==> config.mk <==
export PLATFORM = sky130hd
export DESIGN_NAME = frac_baud_gen
export DESIGN_NICKNAME = d
export VERILOG_FILES = /design/src/rtl/fbg_pkg.sv /design/src/rtl/fbg_prescale.sv /design/src/rtl/fbg_divcnt.sv /design/src/rtl/fbg_bitcnt.sv /design/src/rtl/frac_baud_gen.sv
export SDC_FILE = /design/constraint.sdc
export NUM_CORES = 1
export LEC_CHECK = 0
export ABC_AREA = 0
export CAP_MARGIN = 10
export CELL_PAD_IN_SITES_DETAIL_PLACEMENT = 0
export CELL_PAD_IN_SITES_GLOBAL_PLACEMENT = 1
export CORE_MARGIN = 10
export CORE_UTILIZATION = 45
export DETAILED_ROUTE_END_ITERATION = 10
export GPL_ROUTABILITY_DRIVEN = 0
export PLACE_DENSITY_LB_ADDON = 0.05
export SLEW_MARGIN = 20
export SYNTH_ARGS = -nofsm -noshare
export SYNTH_HDL_FRONTEND = slang
export SYNTH_SLANG_ARGS = --single-unit
==> constraint.sdc <==
create_clock -name clk_i -period 2.1 [get_ports clk_i]
set_input_delay 0.42 -clock clk_i [delete_from_list [all_inputs] [get_ports clk_i]]
set_output_delay 0.42 -clock clk_i [all_outputs]
set_load 0.05 [all_outputs]
==> src/rtl/fbg_pkg.sv <==
package fbg_pkg;
  // Sample strobes per oversampling unit are counted in eighths
  localparam int unsigned OS_STEP   = 8;
  localparam int unsigned OS_STEP_W = 3;
  localparam int unsigned DEF_DIV_W = 16;
  localparam int unsigned DEF_FR_W  = 4;
  localparam int unsigned DEF_OSI_W = 4;
  localparam int unsigned DEF_OSF_W = 2;
endpackage

==> src/rtl/fbg_prescale.sv <==
module fbg_prescale #(
  parameter int unsigned FR_W = 4
) (
  input  logic            clk_i,
  input  logic            rst_ni,
  input  logic            clr_i,
  input  logic            byp_i,
  input  logic [FR_W-1:0] mul_i,
  input  logic [FR_W-1:0] add_i,
  output logic            en_o
);
  localparam int unsigned AW = FR_W + 2;

  logic [AW-1:0] acc_q, acc_d, acc_sum, acc_lim;

  assign acc_sum = acc_q + AW'(mul_i);
  assign acc_lim = AW'(mul_i) + AW'(add_i);

  always_comb begin
    acc_d = acc_q;
    en_o  = 1'b0;
    if (clr_i) begin
      acc_d = '0;
    end else if (byp_i) begin
      acc_d = '0;
      en_o  = 1'b1;
    end else if (acc_sum >= acc_lim) begin
      acc_d = acc_sum - acc_lim;
      en_o  = 1'b1;
    end else begin
      acc_d = acc_sum;
    end
  end

  always_ff @(posedge clk_i or negedge rst_ni) begin
    if (!rst_ni) acc_q <= '0;
    else         acc_q <= acc_d;
  end
endmodule

==> src/rtl/fbg_divcnt.sv <==
module fbg_divcnt #(
  parameter int unsigned DIV_W = 16
) (
  input  logic             clk_i,
  input  logic             rst_ni,
  input  logic             clr_i,
  input  logic             en_i,
  input  logic [DIV_W-1:0] div_i,
  output logic             tick_o
);
  logic [DIV_W-1:0] cnt_q, cnt_d, reload;
  logic             tick_d;

  // A divisor of zero reloads like a divisor of one
  assign reload = (div_i == '0) ? '0 : div_i - DIV_W'(1);

  always_comb begin
    cnt_d  = cnt_q;
    tick_d = 1'b0;
    if (clr_i) begin
      cnt_d = reload;
    end else if (en_i) begin
      if (cnt_q == '0) begin
        cnt_d  = reload;
        tick_d = 1'b1;
      end else begin
        cnt_d = cnt_q - DIV_W'(1);
      end
    end
  end

  always_ff @(posedge clk_i or negedge rst_ni) begin
    if (!rst_ni) begin
      cnt_q  <= '0;
      tick_o <= 1'b0;
    end else begin
      cnt_q  <= cnt_d;
      tick_o <= tick_d;
    end
  end
endmodule

==> src/rtl/fbg_bitcnt.sv <==
module fbg_bitcnt
  import fbg_pkg::*;
#(
  parameter int unsigned OSI_W = 4,
  parameter int unsigned OSF_W = 2
) (
  input  logic             clk_i,
  input  logic             rst_ni,
  input  logic             clr_i,
  input  logic             smp_i,
  input  logic [OSI_W-1:0] os_int_i,
  input  logic [OSF_W-1:0] os_frac_i,
  output logic             tick_o
);
  localparam int unsigned TW = OSI_W + OS_STEP_W + 1;

  logic [TW-1:0] acc_q, acc_d, thr, acc_step;
  logic          tick_d;

  // threshold = step * (int + 1) + frac, all in eighths
  assign thr      = ((TW'(os_int_i) + TW'(1)) << OS_STEP_W) + TW'(os_frac_i);
  assign acc_step = acc_q + TW'(OS_STEP);

  always_comb begin
    acc_d  = acc_q;
    tick_d = 1'b0;
    if (clr_i) begin
      acc_d = '0;
    end else if (smp_i) begin
      if (acc_step >= thr) begin
        acc_d  = acc_step - thr;
        tick_d = 1'b1;
      end else begin
        acc_d = acc_step;
      end
    end
  end

  always_ff @(posedge clk_i or negedge rst_ni) begin
    if (!rst_ni) begin
      acc_q  <= '0;
      tick_o <= 1'b0;
    end else begin
      acc_q  <= acc_d;
      tick_o <= tick_d;
    end
  end
endmodule

==> src/rtl/frac_baud_gen.sv <==
module frac_baud_gen
  import fbg_pkg::*;
#(
  parameter int unsigned DIV_W = DEF_DIV_W,
  parameter int unsigned FR_W  = DEF_FR_W,
  parameter int unsigned OSI_W = DEF_OSI_W,
  parameter int unsigned OSF_W = DEF_OSF_W
) (
  input  logic                 clk_i,
  input  logic                 rst_ni,
  input  logic [DIV_W/2-1:0]   div_lo_i,
  input  logic [DIV_W/2-1:0]   div_hi_i,
  input  logic [FR_W-1:0]      frac_add_i,
  input  logic [FR_W-1:0]      frac_mul_i,
  input  logic [OSI_W-1:0]     os_int_i,
  input  logic [OSF_W-1:0]     os_frac_i,
  output logic                 sample_tick_o,
  output logic                 bit_tick_o
);
  localparam int unsigned CFG_W = DIV_W + 2 * FR_W + OSI_W + OSF_W;

  logic [1:0]       rst_sync_q;
  logic             rst_n_s;
  logic [CFG_W-1:0] cfg_now, cfg_q;
  logic             restart;
  logic             frac_byp;
  logic             pre_en;
  logic [DIV_W-1:0] div_val;

  // Asynchronous assert, synchronous release
  always_ff @(posedge clk_i or negedge rst_ni) begin
    if (!rst_ni) rst_sync_q <= 2'b00;
    else         rst_sync_q <= {rst_sync_q[0], 1'b1};
  end
  assign rst_n_s = rst_sync_q[1];

  assign div_val = {div_hi_i, div_lo_i};
  assign cfg_now = {div_val, frac_add_i, frac_mul_i, os_int_i, os_frac_i};
  assign restart = (cfg_now != cfg_q);

  always_ff @(posedge clk_i or negedge rst_n_s) begin
    if (!rst_n_s) cfg_q <= '0;
    else          cfg_q <= cfg_now;
  end

  assign frac_byp = (frac_mul_i == '0) || (frac_add_i == '0) ||
                    (frac_add_i >= frac_mul_i);

  fbg_prescale #(.FR_W(FR_W)) u_pre (
    .clk_i (clk_i),
    .rst_ni(rst_n_s),
    .clr_i (restart),
    .byp_i (frac_byp),
    .mul_i (frac_mul_i),
    .add_i (frac_add_i),
    .en_o  (pre_en)
  );

  fbg_divcnt #(.DIV_W(DIV_W)) u_div (
    .clk_i (clk_i),
    .rst_ni(rst_n_s),
    .clr_i (restart),
    .en_i  (pre_en),
    .div_i (div_val),
    .tick_o(sample_tick_o)
  );

  fbg_bitcnt #(.OSI_W(OSI_W), .OSF_W(OSF_W)) u_bit (
    .clk_i    (clk_i),
    .rst_ni   (rst_n_s),
    .clr_i    (restart),
    .smp_i    (sample_tick_o),
    .os_int_i (os_int_i),
    .os_frac_i(os_frac_i),
    .tick_o   (bit_tick_o)
  );
endmodule

* Word-level counts from Yosys, hierarchy flattened *
Cells that the tools add are included.

operators by class
  $add $sub $neg = 9
  multipliers = 0
  divide/modulo/power cells = 0
  order comparisons = 3
  equality and inequality tests = 1
  shift operators = 0
  multiplexer cells = 19
  bitwise logic cells = 0
  reduce and logical (&&, ||, !) cells = 8

operator list
  kind                   number
  $mux 16                4
  $logic_not 16->1       2
  $sub 16x1->16 const B  2
  $ne 30x30->1           1
  $mux 8                 3
  $mux 6                 3
  $mux 1                 9
  $add 8x2->8            1
  $add 8x4->8 const B    1
  $ge 8x8->1             1
  $logic_not 4->1        2
  $sub 8x8->8            1
  $add 6x4->6            1
  $ge 6x6->1             1
  $sub 6x6->6            1
  $add 4x1->5 const B    1
  $add 4x4->5            1
  $ge 4x4->1             1
  $reduce_bool 2->1      2
  $logic_or 1x1->1       2

word-level totals
  flip-flop bits (word level) = 64
  latch bits = 0
  memory bits (writable) = 0
  ROM bits = 0
  input port bits = 32
  logic and storage cells = 47
  memories = 0

* Logic depth before layout (Yosys ltp) *
  depth after elaboration = 7
  gate-level depth with buffers = 16
  depth with buffers taken out = 15

* Cells and area by module *
From an unflattened synthesis, not the netlist that was laid out.

second synthesis, totals
  cells, all modules = 446
  area, all modules = 4345.4 sq um

modules (own cells, without submodules)
  module         times used  cells an instance  area an instance (sq um)  seq. area each (sq um)
  fbg_divcnt     1           164                1432.6                    425.4
  frac_baud_gen  1           89                 1253.7                    800.8
  fbg_bitcnt     1           108                889.6                     225.2
  fbg_prescale   1           85                 769.5                     150.1

* Worst setup path before layout *
No wires, ideal clock.

  path type = input to register
  start = input port frac_mul_i[0]
  end = register u_div.cnt_q[11]
  setup time = 0.124 ns
  arrival time = 3.160 ns
  data required time = 1.976 ns
  setup slack = -1.184 ns
  stages = 13
  path through = ha_1 -> fa_1 -> a21o_1 -> a21oi_1 -> xnor2_1 -> ha_1 -> a41oi_1 -> a31oi_1 -> a211o_1 -> nor4_2 -> clkbuf_1 -> nor3_1 -> a211o_1

between the ends
  cells in the longest elaborated chain, start to end = 6
  elaborated cells on any way between the ends = 13

RTL lines
  item                                                   RTL line                                 text
  start, declared                                        frac_baud_gen.sv:14                      input logic [FR_W-1:0] frac_mul_i,
  $add 6x4->6 (tied with other cells)                    fbg_prescale.sv:16                       assign acc_sum = acc_q + AW'(mul_i);
  $ge 6x6->1 / $logic_or 1x1->1 (equally long branches)  fbg_prescale.sv:27, frac_baud_gen.sv:46
  $mux 1 / $logic_or 1x1->1 (equally long branches)      fbg_prescale.sv:27, frac_baud_gen.sv:46
  $mux 1                                                 fbg_prescale.sv:24                       end else if (byp_i) begin
  $mux 1                                                 fbg_prescale.sv:22                       if (clr_i) begin
  $reduce_bool 2->1 (no line)                            --
  end signal, assigned                                   fbg_divcnt.sv:37                         cnt_q <= cnt_d;
  end, declared                                          fbg_divcnt.sv:11                         logic [DIV_W-1:0] cnt_q, cnt_d, reload;

Parallel ways exist; a longest one is shown, timed or not.
A chain may end at the register's enable or synchronous reset.

* Worst setup path in the final report *
  start = input port frac_mul_i[3]
  end = register u_div.cnt_q[8]

The elaborated chain is that of the path after synthesis.

==> impl_metrics.py <==
metrics = {
    "grt": {
        "antenna_found_initial": 0,
        "grt_pass1_vias": 4098,
        "grt_max_degree": 63,
        "overflow": 0,
        "grt_util_all_layers": 0.182,
        "grt_pass1_wl_mm": 19.5,
    },
    "critical_path": {
        "worstSetupPathType": "input pin to flop",
        "cpMostUsedCell": "ha_1",
        "path_delay_family": "simple AND/OR/NAND/NOR gates",
        "critPathArrivalTime_ns": 3.43,
        "end_kind": "flop",
        "crit_fanout": 8,
        "crit_start": "frac_mul_i[3]",
        "reg2reg_slack_ns": -1.04,
        "reg2reg_from": "u_pre.acc_q[1]",
        "reg2reg_to": "u_div.cnt_q[8]",
        "crit_chain": "clkdlybuf4s50_1 > inv_1 > ha_1 > xnor2_1 > ha_1 > a41oi_2 > a31oi_4 > a211o_1 > nor4_4 > or3_4 > or4_4 > o211ai_1",
        "slowest_delay_ns": 0.56,
        "reg2reg_depth": 13,
        "critPathLaunchType": "input pin",
        "worstPathRequired_ns": 2.36,
        "path_buf_inv": 2,
        "crit_path_top_delay_cell": "clkdlybuf4s50_1",
    },
    "placed_design": {
        "dp_cells": 689,
        "pre_cts_slack_ns": -1.69,
        "portBuffers": 33,
        "dp.final_hpwl_mm": 8.66,
    },
    "hold_path": {
        "hp-class": "input pin to async pin",
    },
    "final_layout": {
        "antennaDiodeCount": 0,
        "drive_gt1_frac": 0.364,
        "regArea_mm2": 0.00160,
        "fin_util": 0.702,
        "fill_cells": 678,
        "area_delta_synth_final_pct": 50.2,
        "fin_nets": 678,
        "fin_cells": 724,
        "multi_input_area_mm2": 0.00276,
    },
    "timing": {
        "setup_viol": 32,
        "relSlewSlack": 0.622,
        "worst_slack_ns": -1.07,
        "tightest_slew_ns": 0.567,
        "hold_viol": 0,
        "finalCriticalPeriod_ns": 3.17,
        "maxSlewViolCount": 0,
        "rsz0062_at_grt": "true",
        "final.setup_skew_ns": 0.00785,
        "fin_crit_sh": 1.51,
        "fmax_ghz": 0.315,
    },
    "floorplanning": {
        "die-area_mm2": 0.0134,
        "die_x_um": 116,
        "io_pins": 34,
        "dieHeight_um": 116,
        "start_util": 0.468,
        "num_rows": 34,
        "core_mm2": 0.00881,
    },
    "power": {
        "finalPower_mw": 3.12,
        "seq_power_share": 0.419,
        "worst_ir_drop_vdd_v": 0.000354,
        "pwr-share-comb": 0.281,
        "switchingPower_mw": 0.909,
        "leakage_nw": 2.79,
        "power_density_mw_per_mm2": 505,
        "switching_share": 0.291,
        "p_int_mw": 2.21,
        "p_clk_frac": 0.300,
    },
    "clock_network": {
        "cts_buffers": 9,
        "cts_root_buf": "clkbuf_8",
        "h-tree-depth": 3,
        "ctsHoldBuffers": 0,
        "clk_path_buf_depth": 2,
        "cts_tree": "done",
        "insertion_delay_ns": 0.34,
        "path_clk_slew_ns": 0.07,
        "numClockSinks": 64,
    },
    "synth": {
        "ys_ff_latch": 64,
        "yosysTopAreaCell": "dfrtp_1",
        "syn_area_per_cell_um2": 9.40,
        "syn-cell-area_mm2": 0.00412,
        "ys.flop_type": "dfrtp_1",
        "synth_top_cell_area_share": 0.389,
        "ys_warn_count": 0,
        "ys_seq_area_frac": 0.389,
        "synth_edf_count": 0,
        "async_reset_ff_frac": 1.00,
        "synth_fp_nets": 503,
        "synth_cells": 438,
        "synthTopCellsByArea": "dfrtp_1, ha_1, xor2_1",
        "yosysUniqueCellTypes": 56,
    },
    "detailed_routing": {
        "via_per_inst": 5.38,
        "dr.pass1.iters": 5,
        "drt_iter0_drc": 168,
        "totalWireLength_mm": 12.2,
        "drc": 0,
        "wl_per_cell_um": 16.8,
        "ant_nets": 0,
        "vias": 3897,
    },
    "status": {
        "status": "finished, violations left",
        "violations": "setup timing",
    },
    "run": {
        "maxCapViolations": 0,
    },
}
## final cells by class
cell class,count,area share
multi-input combinational,337,0.447
sequential,64,0.259
timing repair buffer,173,0.229
clock buffer,13,0.0257
tap,108,0.0218
inverter,28,0.0170
clock inverter,1,0.000809
## sequential cells by signal, summed over array words and instances, names as in the netlist
signal and count:
cfg_q 30, rst_sync_q 2, u_bit.acc_q 8, u_bit.tick_o 1
u_div.cnt_q 16, u_div.tick_o 1, u_pre.acc_q 6
## per-stage QoR
step	cell area [µm²]	TNS, ns	hold slack [ns]
after floorplan	4240	-15.27	0.124
after global placement	5560	-38.57	0.286
after detailed placement	5560	-39.56	0.303
after CTS	5960	-22.26	0.223
after global routing	6190	-25.05	0.212
final	6190	-21.29	0.233
## cell usage in the layout, fill, tap and decap left out, types with 5 or more instances in the layout
master | Yosys | routed
clkbuf_8 | 0 | 11
buf_6 | 0 | 8
nor2_2 | 1 | 6
nand3_1 | 13 | 9
ha_4 | 0 | 8
dlygate4sd2_1 | 0 | 8
buf_4 | 0 | 131
nand2_1 | 19 | 15
ha_1 | 29 | 19
nor2_1 | 48 | 41
xnor2_1 | 20 | 17
inv_1 | 28 | 25
nor3_1 | 17 | 14
a21oi_2 | 0 | 8
o21ai_0 | 12 | 7
nand4_1 | 5 | 5
o21ai_1 | 2 | 5
xor2_1 | 37 | 36
nand2b_1 | 5 | 5
or3_1 | 10 | 7
nor4_1 | 15 | 15
dfrtp_1 | 64 | 62
mux2i_1 | 6 | 6
a21oi_1 | 21 | 13
clkdlybuf4s50_1 | 0 | 21
## cells by family after synthesis
logic type / count (synthesis) / share of synthesized area
xor+xnor: 57 / 0.121
compound gates: 79 / 0.127
simple gates: 159 / 0.200
mux: 8 / 0.0201
buf+inv: 37 / 0.0343
other cells: 1 / 0.000911
flops: 64 / 0.389
fa+ha+maj: 33 / 0.108
## layer usage
metal,vias up,share of wire,GRT usage
met4,0,0.018,0.0642
met3,19,0.037,0.0336
li1,1910,-,-
met5,-,0,0
met1,1904,0.47,0.238
met2,64,0.48,0.295
## worst register-to-register path: cells and delay by family, from the launching register on
family	cells	cell delay, ns
xor gates and xnor gates	1	0.12
AOI/OAI and AO/OA	5	0.77
DFF	1	0.41
and+or+nand+nor	4	0.97
buffers and inverters	1	0.15
adders and majority gates	2	0.66
## worst max path at each step
stage	endpoint	depth (start not counted)	slack [ns]
4_1_cts	u_div.cnt_q[0]	13	-1.10
6_report	u_div.cnt_q[8]	12	-1.07
3_3_place_gp	u_div.cnt_q[8]	14	-1.61
2_1_floorplan	u_div.cnt_q[8]	14	-0.94
5_1_grt	u_div.cnt_q[8]	15	-1.19
3_5_place_dp	u_div.cnt_q[8]	14	-1.69
## power by group through the flow
stage                     clock network, mW  logic, mW  registers [mW]
after global routing                   1.02      0.955            1.31
after detailed placement                  0      0.742            1.33
after floorplan                           0      0.352            1.35
after global placement                    0      0.727            1.33
after CTS                             0.953      0.811            1.31
final                                 0.937      0.877            1.31
## Yosys cell counts (6+ instances only)
cell	number
o21ai_0	12
nor4_1	15
nor3_1	17
a21oi_1	21
xnor2_1	20
nor2_1	48
clkbuf_1	7
dfrtp_1	64
nand3_1	13
inv_1	28
mux2i_1	6
ha_1	29
or3_1	10
xor2_1	37
nand2_1	19
## timing repair
item / CTS / global route
setup endpoints to repair: 32 / 32
gates resized for setup: 54 / 34
pin swaps: 32 / 28
buffers inserted: 10 / 9
gates cloned: 2 / 0
Power figures use the tool's default switching activity.
